`src/rtl/sdram_init_pkg.sv`:
```
// Shared types for the SDRAM power-up sequencer.
// Assumes a command is encoded on {cs_n, ras_n, cas_n, we_n}.
package sdram_init_pkg;

    typedef enum logic [3:0] {
        CMD_MODE_SET  = 4'b0000,
        CMD_AUTO_REF  = 4'b0001,
        CMD_PRECHARGE = 4'b0010,
        CMD_NOP       = 4'b0111
    } sd_cmd_e;

    typedef enum logic [2:0] {
        ST_PAUSE,
        ST_PRECHARGE,
        ST_WAIT_RP,
        ST_REFRESH,
        ST_WAIT_RC,
        ST_MODE_SET,
        ST_WAIT_MRD,
        ST_DONE
    } init_state_e;

    // Address bit that selects "all banks" on a precharge command.
    localparam int ALL_BANKS_BIT = 10;

endpackage

```
`src/rtl/sdram_init_mode_word.sv`:
```
// Builds the constant mode-register word from the parameters.
// Assumes ADDR_W >= 10. Illegal CAS latency or burst length stops elaboration.
module sdram_init_mode_word #(
    parameter int ADDR_W           = 13,
    parameter int CAS_LAT          = 3,
    parameter int BURST_LEN        = 1,   // 0 selects full page
    parameter int BURST_INTERLEAVE = 0,
    parameter int SINGLE_WRITE     = 0
) (
    output logic [ADDR_W-1:0] mode_word
);
    localparam logic [2:0] BL_CODE = (BURST_LEN == 1) ? 3'b000 :
                                     (BURST_LEN == 2) ? 3'b001 :
                                     (BURST_LEN == 4) ? 3'b010 :
                                     (BURST_LEN == 8) ? 3'b011 : 3'b111;

    generate
        if (CAS_LAT != 2 && CAS_LAT != 3) begin : g_bad_cas
            $error("CAS_LAT must be 2 or 3");
        end
        if (BURST_LEN != 0 && BURST_LEN != 1 && BURST_LEN != 2 &&
            BURST_LEN != 4 && BURST_LEN != 8) begin : g_bad_bl
            $error("BURST_LEN must be 0 (full page), 1, 2, 4 or 8");
        end
    endgenerate

    // Pack the fields into their address positions.
    always_comb begin
        mode_word      = '0;
        mode_word[2:0] = BL_CODE;
        mode_word[3]   = (BURST_INTERLEAVE != 0);
        mode_word[6:4] = 3'(CAS_LAT);
        mode_word[9]   = (SINGLE_WRITE != 0);
    end

endmodule

```
`src/rtl/sdram_init_timer.sv`:
```
// Down counter shared by all wait phases.
// Starts at RESET_VAL in reset, reloads on load, holds at zero.
module sdram_init_timer #(
    parameter int          W         = 16,
    parameter int unsigned RESET_VAL = 0
) (
    input  logic         clk,
    input  logic         rst_n,
    input  logic         load,
    input  logic [W-1:0] load_val,
    output logic         zero
);
    logic [W-1:0] cnt_q;

    // Count down toward zero; a load takes priority.
    always_ff @(posedge clk) begin
        if (!rst_n) begin
            cnt_q <= W'(RESET_VAL);
        end else if (load) begin
            cnt_q <= load_val;
        end else if (cnt_q != '0) begin
            cnt_q <= cnt_q - 1'b1;
        end
    end

    assign zero = (cnt_q == '0);

endmodule

```
`src/rtl/sdram_init_fsm.sv`:
```
// Phase sequencer: pause, precharge, refresh batch and mode load in a fixed order.
// Assumes every delay is at least 2 cycles. Each issue state loads the timer
// with delay-2, so the next command lands exactly "delay" cycles later.
module sdram_init_fsm
    import sdram_init_pkg::*;
#(
    parameter int TW            = 16,
    parameter int REFRESH_FIRST = 1,
    parameter int REFRESH_COUNT = 8,
    parameter int T_RP          = 2,
    parameter int T_RC          = 6,
    parameter int T_MRD         = 2
) (
    input  logic          clk,
    input  logic          rst_n,
    input  logic          tmr_zero,
    output logic          tmr_load,
    output logic [TW-1:0] tmr_val,
    output init_state_e   state_d
);
    localparam int RCW = $clog2(REFRESH_COUNT + 1);

    init_state_e    state_q;
    logic [RCW-1:0] ref_cnt_q;

    // State register.
    always_ff @(posedge clk) begin
        if (!rst_n) state_q <= ST_PAUSE;
        else        state_q <= state_d;
    end

    // Count the auto-refresh commands issued so far.
    always_ff @(posedge clk) begin
        if (!rst_n)                  ref_cnt_q <= '0;
        else if (state_q == ST_REFRESH) ref_cnt_q <= ref_cnt_q + 1'b1;
    end

    // Next-state and timer-load decode.
    always_comb begin
        state_d  = state_q;
        tmr_load = 1'b0;
        tmr_val  = '0;
        unique case (state_q)
            ST_PAUSE: begin
                if (tmr_zero) state_d = ST_PRECHARGE;
            end
            ST_PRECHARGE: begin
                tmr_load = 1'b1;
                tmr_val  = TW'(T_RP - 2);
                state_d  = ST_WAIT_RP;
            end
            ST_WAIT_RP: begin
                if (tmr_zero) state_d = (REFRESH_FIRST != 0) ? ST_REFRESH : ST_MODE_SET;
            end
            ST_REFRESH: begin
                tmr_load = 1'b1;
                tmr_val  = TW'(T_RC - 2);
                state_d  = ST_WAIT_RC;
            end
            ST_WAIT_RC: begin
                if (tmr_zero) begin
                    if (ref_cnt_q == RCW'(REFRESH_COUNT))
                        state_d = (REFRESH_FIRST != 0) ? ST_MODE_SET : ST_DONE;
                    else
                        state_d = ST_REFRESH;
                end
            end
            ST_MODE_SET: begin
                tmr_load = 1'b1;
                tmr_val  = TW'(T_MRD - 2);
                state_d  = ST_WAIT_MRD;
            end
            ST_WAIT_MRD: begin
                if (tmr_zero) state_d = (REFRESH_FIRST != 0) ? ST_DONE : ST_REFRESH;
            end
            ST_DONE: begin
                state_d = ST_DONE;
            end
            default: begin
                state_d = ST_PAUSE;
            end
        endcase
    end

endmodule

```
`src/rtl/sdram_init_pins.sv`:
```
// Pin register: turns the next state into registered command, address,
// mask and done outputs, so each pin changes in the cycle the state is entered.
module sdram_init_pins
    import sdram_init_pkg::*;
#(
    parameter int ADDR_W = 13,
    parameter int BA_W   = 2,
    parameter int DQM_W  = 2
) (
    input  logic              clk,
    input  logic              rst_n,
    input  init_state_e       state_d,
    input  logic [ADDR_W-1:0] mode_word,
    output logic              sd_cke,
    output logic [3:0]        sd_cmd,
    output logic [BA_W-1:0]   sd_ba,
    output logic [ADDR_W-1:0] sd_addr,
    output logic [DQM_W-1:0]  sd_dqm,
    output logic              init_done
);
    sd_cmd_e           cmd_d;
    logic [ADDR_W-1:0] addr_d;

    // Command and address for the state being entered.
    always_comb begin
        cmd_d  = CMD_NOP;
        addr_d = '0;
        unique case (state_d)
            ST_PRECHARGE: begin
                cmd_d                 = CMD_PRECHARGE;
                addr_d[ALL_BANKS_BIT] = 1'b1;
            end
            ST_REFRESH:  cmd_d = CMD_AUTO_REF;
            ST_MODE_SET: begin
                cmd_d  = CMD_MODE_SET;
                addr_d = mode_word;
            end
            default: begin
                cmd_d  = CMD_NOP;
                addr_d = '0;
            end
        endcase
    end

    // Output registers; reset puts the bus in the power-up idle condition.
    always_ff @(posedge clk) begin
        if (!rst_n) begin
            sd_cke    <= 1'b1;
            sd_cmd    <= CMD_NOP;
            sd_ba     <= '0;
            sd_addr   <= '0;
            sd_dqm    <= '1;
            init_done <= 1'b0;
        end else begin
            sd_cke    <= 1'b1;
            sd_cmd    <= cmd_d;
            sd_ba     <= '0;
            sd_addr   <= addr_d;
            sd_dqm    <= (state_d == ST_PAUSE) ? '1 : '0;
            init_done <= (state_d == ST_DONE);
        end
    end

endmodule

```
`src/rtl/sdram_init_seq.sv`:
```
// SDRAM power-up initialization sequencer (top).
// Assumes a synchronous active-low reset, delays of at least 2 cycles,
// and a pause of at least 2 cycles.
module sdram_init_seq
    import sdram_init_pkg::*;
#(
    parameter int CLK_MHZ          = 100,
    parameter int PAUSE_US         = 200,
    parameter int CAS_LAT          = 3,
    parameter int BURST_LEN        = 1,
    parameter int BURST_INTERLEAVE = 0,
    parameter int SINGLE_WRITE     = 0,
    parameter int REFRESH_FIRST    = 1,
    parameter int REFRESH_COUNT    = 8,
    parameter int T_RP             = 2,
    parameter int T_RC             = 6,
    parameter int T_MRD            = 2,
    parameter int ADDR_W           = 13,
    parameter int BA_W             = 2,
    parameter int DQM_W            = 2
) (
    input  logic              clk,
    input  logic              rst_n,
    output logic              sd_cke,
    output logic              sd_cs_n,
    output logic              sd_ras_n,
    output logic              sd_cas_n,
    output logic              sd_we_n,
    output logic [BA_W-1:0]   sd_ba,
    output logic [ADDR_W-1:0] sd_addr,
    output logic [DQM_W-1:0]  sd_dqm,
    output logic              init_done
);
    localparam int PAUSE_CYCLES = CLK_MHZ * PAUSE_US;
    localparam int MAX_DLY      = (T_RP > T_RC) ? ((T_RP > T_MRD) ? T_RP : T_MRD)
                                                : ((T_RC > T_MRD) ? T_RC : T_MRD);
    localparam int MAX_CNT      = (PAUSE_CYCLES > MAX_DLY) ? PAUSE_CYCLES : MAX_DLY;
    localparam int TW           = $clog2(MAX_CNT + 1);

    generate
        if (T_RP < 2 || T_RC < 2 || T_MRD < 2 || PAUSE_CYCLES < 2) begin : g_bad_dly
            $error("Delays and pause must be at least 2 cycles");
        end
        if (ADDR_W < 11) begin : g_bad_aw
            $error("ADDR_W must reach the all-banks bit");
        end
    endgenerate

    logic              tmr_load;
    logic [TW-1:0]     tmr_val;
    logic              tmr_zero;
    init_state_e       state_d;
    logic [ADDR_W-1:0] mode_word;
    logic [3:0]        sd_cmd;

    sdram_init_timer #(
        .W         (TW),
        .RESET_VAL (PAUSE_CYCLES - 1)
    ) u_timer (
        .clk      (clk),
        .rst_n    (rst_n),
        .load     (tmr_load),
        .load_val (tmr_val),
        .zero     (tmr_zero)
    );

    sdram_init_fsm #(
        .TW            (TW),
        .REFRESH_FIRST (REFRESH_FIRST),
        .REFRESH_COUNT (REFRESH_COUNT),
        .T_RP          (T_RP),
        .T_RC          (T_RC),
        .T_MRD         (T_MRD)
    ) u_fsm (
        .clk      (clk),
        .rst_n    (rst_n),
        .tmr_zero (tmr_zero),
        .tmr_load (tmr_load),
        .tmr_val  (tmr_val),
        .state_d  (state_d)
    );

    sdram_init_mode_word #(
        .ADDR_W           (ADDR_W),
        .CAS_LAT          (CAS_LAT),
        .BURST_LEN        (BURST_LEN),
        .BURST_INTERLEAVE (BURST_INTERLEAVE),
        .SINGLE_WRITE     (SINGLE_WRITE)
    ) u_mode (
        .mode_word (mode_word)
    );

    sdram_init_pins #(
        .ADDR_W (ADDR_W),
        .BA_W   (BA_W),
        .DQM_W  (DQM_W)
    ) u_pins (
        .clk       (clk),
        .rst_n     (rst_n),
        .state_d   (state_d),
        .mode_word (mode_word),
        .sd_cke    (sd_cke),
        .sd_cmd    (sd_cmd),
        .sd_ba     (sd_ba),
        .sd_addr   (sd_addr),
        .sd_dqm    (sd_dqm),
        .init_done (init_done)
    );

    assign {sd_cs_n, sd_ras_n, sd_cas_n, sd_we_n} = sd_cmd;

endmodule

```
`config.mk`:
```
export PLATFORM = sky130hd
export DESIGN_NAME = sdram_init_seq
export DESIGN_NICKNAME = d
export VERILOG_FILES = /design/src/rtl/sdram_init_pkg.sv /design/src/rtl/sdram_init_mode_word.sv /design/src/rtl/sdram_init_timer.sv /design/src/rtl/sdram_init_fsm.sv /design/src/rtl/sdram_init_pins.sv /design/src/rtl/sdram_init_seq.sv
export SDC_FILE = /design/constraint.sdc
export NUM_CORES = 1
export LEC_CHECK = 0
export BUFFER_PORTS_ARGS = -buffer_cell sky130_fd_sc_hd__buf_4
export CAP_MARGIN = 0
export CORE_MARGIN = 2
export CORE_UTILIZATION = 25
export CTS_CLUSTER_DIAMETER = 100
export DETAILED_ROUTE_END_ITERATION = 10
export GPL_TIMING_DRIVEN = 0
export PLACE_DENSITY = 0.46
export SYNTH_ARGS = -nofsm -noshare
export SYNTH_HDL_FRONTEND = slang
export SYNTH_SLANG_ARGS = --single-unit
```
`constraint.sdc`:
```
create_clock -name clk -period 4.3 [get_ports clk]
set_clock_uncertainty 0.2 [all_clocks]
set_input_delay 0.43 -clock clk [delete_from_list [all_inputs] [get_ports clk]]
set_output_delay 0.43 -clock clk [all_outputs]
set_load 0.05 [all_outputs]
```
==> impl_metrics.toml <==
[drt]
drt-initial-drc-count = 83
vias = 1131
wl_met3_um = 139
ant_nets = 0
drt-met1-wl_mm = 1.470
top_layer = "met4"
met2_length_mm = 1.287
wl_mm = 2.954
routed_via_density = 4.300
firstDrtPassIters = 4
drc = 0
avgRoutedWirePerCell_um = 11.23

[timing]
tns_ns = 0
setup_viol_count_final = 0
hold_violations = 0
setup_ws_ns = 2.152
max_freq_mhz = 465.5
fin_crit_ns = 2.148
rsz0062_at_grt = "false"
max-slew-margin-rel_pct = 56.41
drv_slew = 0
min_period_over_period_pct = 49.96
worst_pin_slew_ns = 0.6479

[place]
dpl_cell_area_mm2 = 0.001652
place.gp.congestion = 0.7854
pre_cts_slack_ns = 2.218
port_buffers = 10
hpwl_mm = 2.065

[critical_path]
required_ns = 4.29
endpoint_kind = "register"
crit_buf_inv = 1
regToRegSetupSlack_ns = 2.15
timing.rr.end = "u_pins.init_done$_SDFF_PN0_"
rr_startpoint = "u_timer.cnt_q[6]$_SDFFE_PN0P_"
crit_arrival_ns = 2.14
path_class = "register to register"
crit_slowest_cell = "nor4_1"
crit_chain = "nor4_1 -> and4_1 -> buf_4 -> nor2_1 -> nor3_1"
reg2regPathDepth = 5
slowest_delay_ns = 0.61
path_max_fanout = 10
critPathLaunchType = "register"
critPathTopFamily = "simple AND/OR/NAND/NOR gates"

[pwr]
peakVddDrop_uv = 126.8
power.leakage_nw = 0.7115
power_density_mw_per_mm2 = 327.8
power_mw = 0.5745

[worst_hold_path]
holdCritPathClass = "input pin to register"
min-delay-start = "rst_n"
holdPathStages = 3
hold_end = "u_fsm.state_q[1]$_SDFF_PN0_"

[yosys]
yosysSeqAreaShare_pct = 40.28
syn_avg_cell_area_um2 = 8.953
ys_ff_latch = 29
synth.largest_area_cell = "dfxtp_1"
ys.flop_type = "dfxtp_1"
ys_async_sr_fraction_pct = 0
synthTopCellsByArea = "dfxtp_1 (40%), buf_4 (9.9%), nor2_1 (3.9%)"
syn_inst = 161
synth_edf_count = 0
synth_area_mm2 = 0.001441
synth_top_area_share_pct = 40.28
yosys.cell_types.count = 45
ys_warn_count = 0

[cells_and_area]
diodes = 0
syn_to_final_growth_pct = 21.61
fin_nets = 195
fillerInstances = 601
final_area_mm2 = 0.001753
drive_gt1_share_pct = 23.04

[cts]
post_cts_buffers = 0
cts_made_buffers = 5
clk_pin_slew_ns = 0.06
cts-root-buf = "clkbuf_8"
htreeDepth = 2
hold_buffers = 0
insertion_delay_ns = 0.28
clkSinkCount = 29
clk_path_buf_depth = 2
cts_tree = "yes"
post_cts_resized = 0

[global_routing]
grt_use_total_pct = 9.565
grt_max_degree = 11
antenna_found_initial = 0
grt_pass1_wl_mm = 4.678
grt_pass1_vias = 980
gr-total-overflow = 0

[die]
ios = 25
initial_core_util_pct = 26.02
fp.dieW_um = 79.93
rows = 27
dieArea_mm2 = 0.006389
fp.coreArea_mm2 = 0.005540
fp.dieH_um = 79.93

[run_status]
status = "finished, final reports clean"

[run]
cap_violations = 0
[logic make-up after synthesis]
| logic type | Yosys count | share of synthesized area [%] |
|---|---|---|
| multiplexers | 1 | 0.6945 |
| adder cells (fa/ha/maj) | 3 | 2.604 |
| AO/OA/AOI/OAI | 29 | 15.37 |
| AND/OR/NAND/NOR | 60 | 23.18 |
| XOR/XNOR | 7 | 4.254 |
| other | 2 | 0.5210 |
| buffers and inverters | 30 | 13.11 |
| flip-flops | 29 | 40.28 |
[state kept, by name, summed over array words and instances (netlist names)]
register          flops
u_timer.cnt_q        15
u_fsm.ref_cnt_q       4
u_fsm.state_q         3
u_pins.sd_cmd         3
u_pins.sd_addr        2
u_pins.init_done      1
u_pins.sd_dqm         1
[per-stage QoR]
stage / instances / hold WS (ns) / utilization, %
floorplan: 173 / 0.2661 / -
global placement: 255 / 0.2870 / 29.81
detailed placement: 255 / 0.2830 / 29.81
CTS: 263 / 0.2561 / 31.64
global route: 263 / 0.2902 / 31.64
finish: 263 / 0.2682 / 31.64
[synth_stat cells, types with 2 or more instances]
library cell,count
xor2_1,3
xnor2_1,4
nand2b_1,2
o311ai_0,3
o41ai_1,2
a31oi_1,2
nand2_1,11
a21oi_1,5
nor3_1,2
or3_1,3
nand4_1,3
dfxtp_1,29
ha_1,3
clkbuf_1,2
o21ai_0,5
nor4_1,2
conb_1,2
inv_1,7
o31ai_1,2
a311oi_1,2
a211o_1,2
nand3_1,5
and3_1,3
or2_2,2
nand4b_1,3
nor2_1,15
buf_4,19
[cell type report]
type | count | area (um2) | share of cell area, %
Timing Repair Buffer | 10 | 75.07 | 4.283
Buffer | 22 | 158.9 | 9.065
Multi-Input combinational cell | 114 | 716.9 | 40.90
Sequential cell | 29 | 580.6 | 33.12
Clock inverter | 1 | 5.005 | 0.2855
Clock buffer | 7 | 96.34 | 5.496
Inverter | 8 | 30.03 | 1.713
Tap cell | 72 | 90.09 | 5.139
[worst reg2reg max path: cells and delay by family, from the launching register on]
| kind | cells | cell delay, ns |
|---|---|---|
| buf+inv | 1 | 0.22 |
| flops | 1 | 0.36 |
| simple gates | 4 | 1.29 |
[routing by layer]
| layer | vias to the layer above | global-route usage (%) |
|---|---|---|
| li1 | 594 | - |
| met5 | - | 0 |
| met3 | 4 | 2.376 |
| met2 | 26 | 14.83 |
| met1 | 507 | 12.34 |
| met4 | 0 | 4.576 |
[how the worst max path moves through the flow]
stage	start	to	cells after the start
finish	u_timer.cnt_q[6]$_SDFFE_PN0P_	u_pins.init_done$_SDFF_PN0_	5
global route	u_timer.cnt_q[6]$_SDFFE_PN0P_	u_pins.init_done$_SDFF_PN0_	5
CTS	u_timer.cnt_q[6]$_SDFFE_PN0P_	u_pins.init_done$_SDFF_PN0_	5
floorplan	u_timer.cnt_q[0]$_SDFFE_PN1P_	u_timer.cnt_q[14]$_SDFFE_PN1P_	6
detailed placement	u_timer.cnt_q[6]$_SDFFE_PN0P_	u_timer.cnt_q[1]$_SDFFE_PN1P_	5
global placement	u_timer.cnt_q[6]$_SDFFE_PN0P_	u_pins.init_done$_SDFF_PN0_	5
[where the power goes]
group / total [mW] / switching, mW / internal (mW)
combinational: 0.0501 / 0.0365 / 0.0136
clock: 0.252 / 0.107 / 0.145
sequential: 0.273 / 0.00164 / 0.271
[placed cells by master, fill, tap and decap left out, types with 2 or more instances in the layout]
master	netlist	layout
a211o_1	2	2
a21oi_1	5	5
a311oi_1	2	2
a31oi_1	2	2
and3_1	3	3
buf_4	19	29
clkbuf_1	2	2
clkbuf_8	0	7
conb_1	2	14
dfxtp_1	29	29
ha_1	3	3
inv_1	7	7
nand2_1	11	11
nand2b_1	2	2
nand3_1	5	5
nand4_1	3	3
nand4b_1	3	3
nor2_1	15	15
nor3_1	2	2
nor4_1	2	2
o21ai_0	5	5
o311ai_0	3	3
o31ai_1	2	2
o41ai_1	2	2
or2_2	2	2
or3_1	3	3
xnor2_1	4	4
xor2_1	3	3
Power figures use the tool's default switching activity.
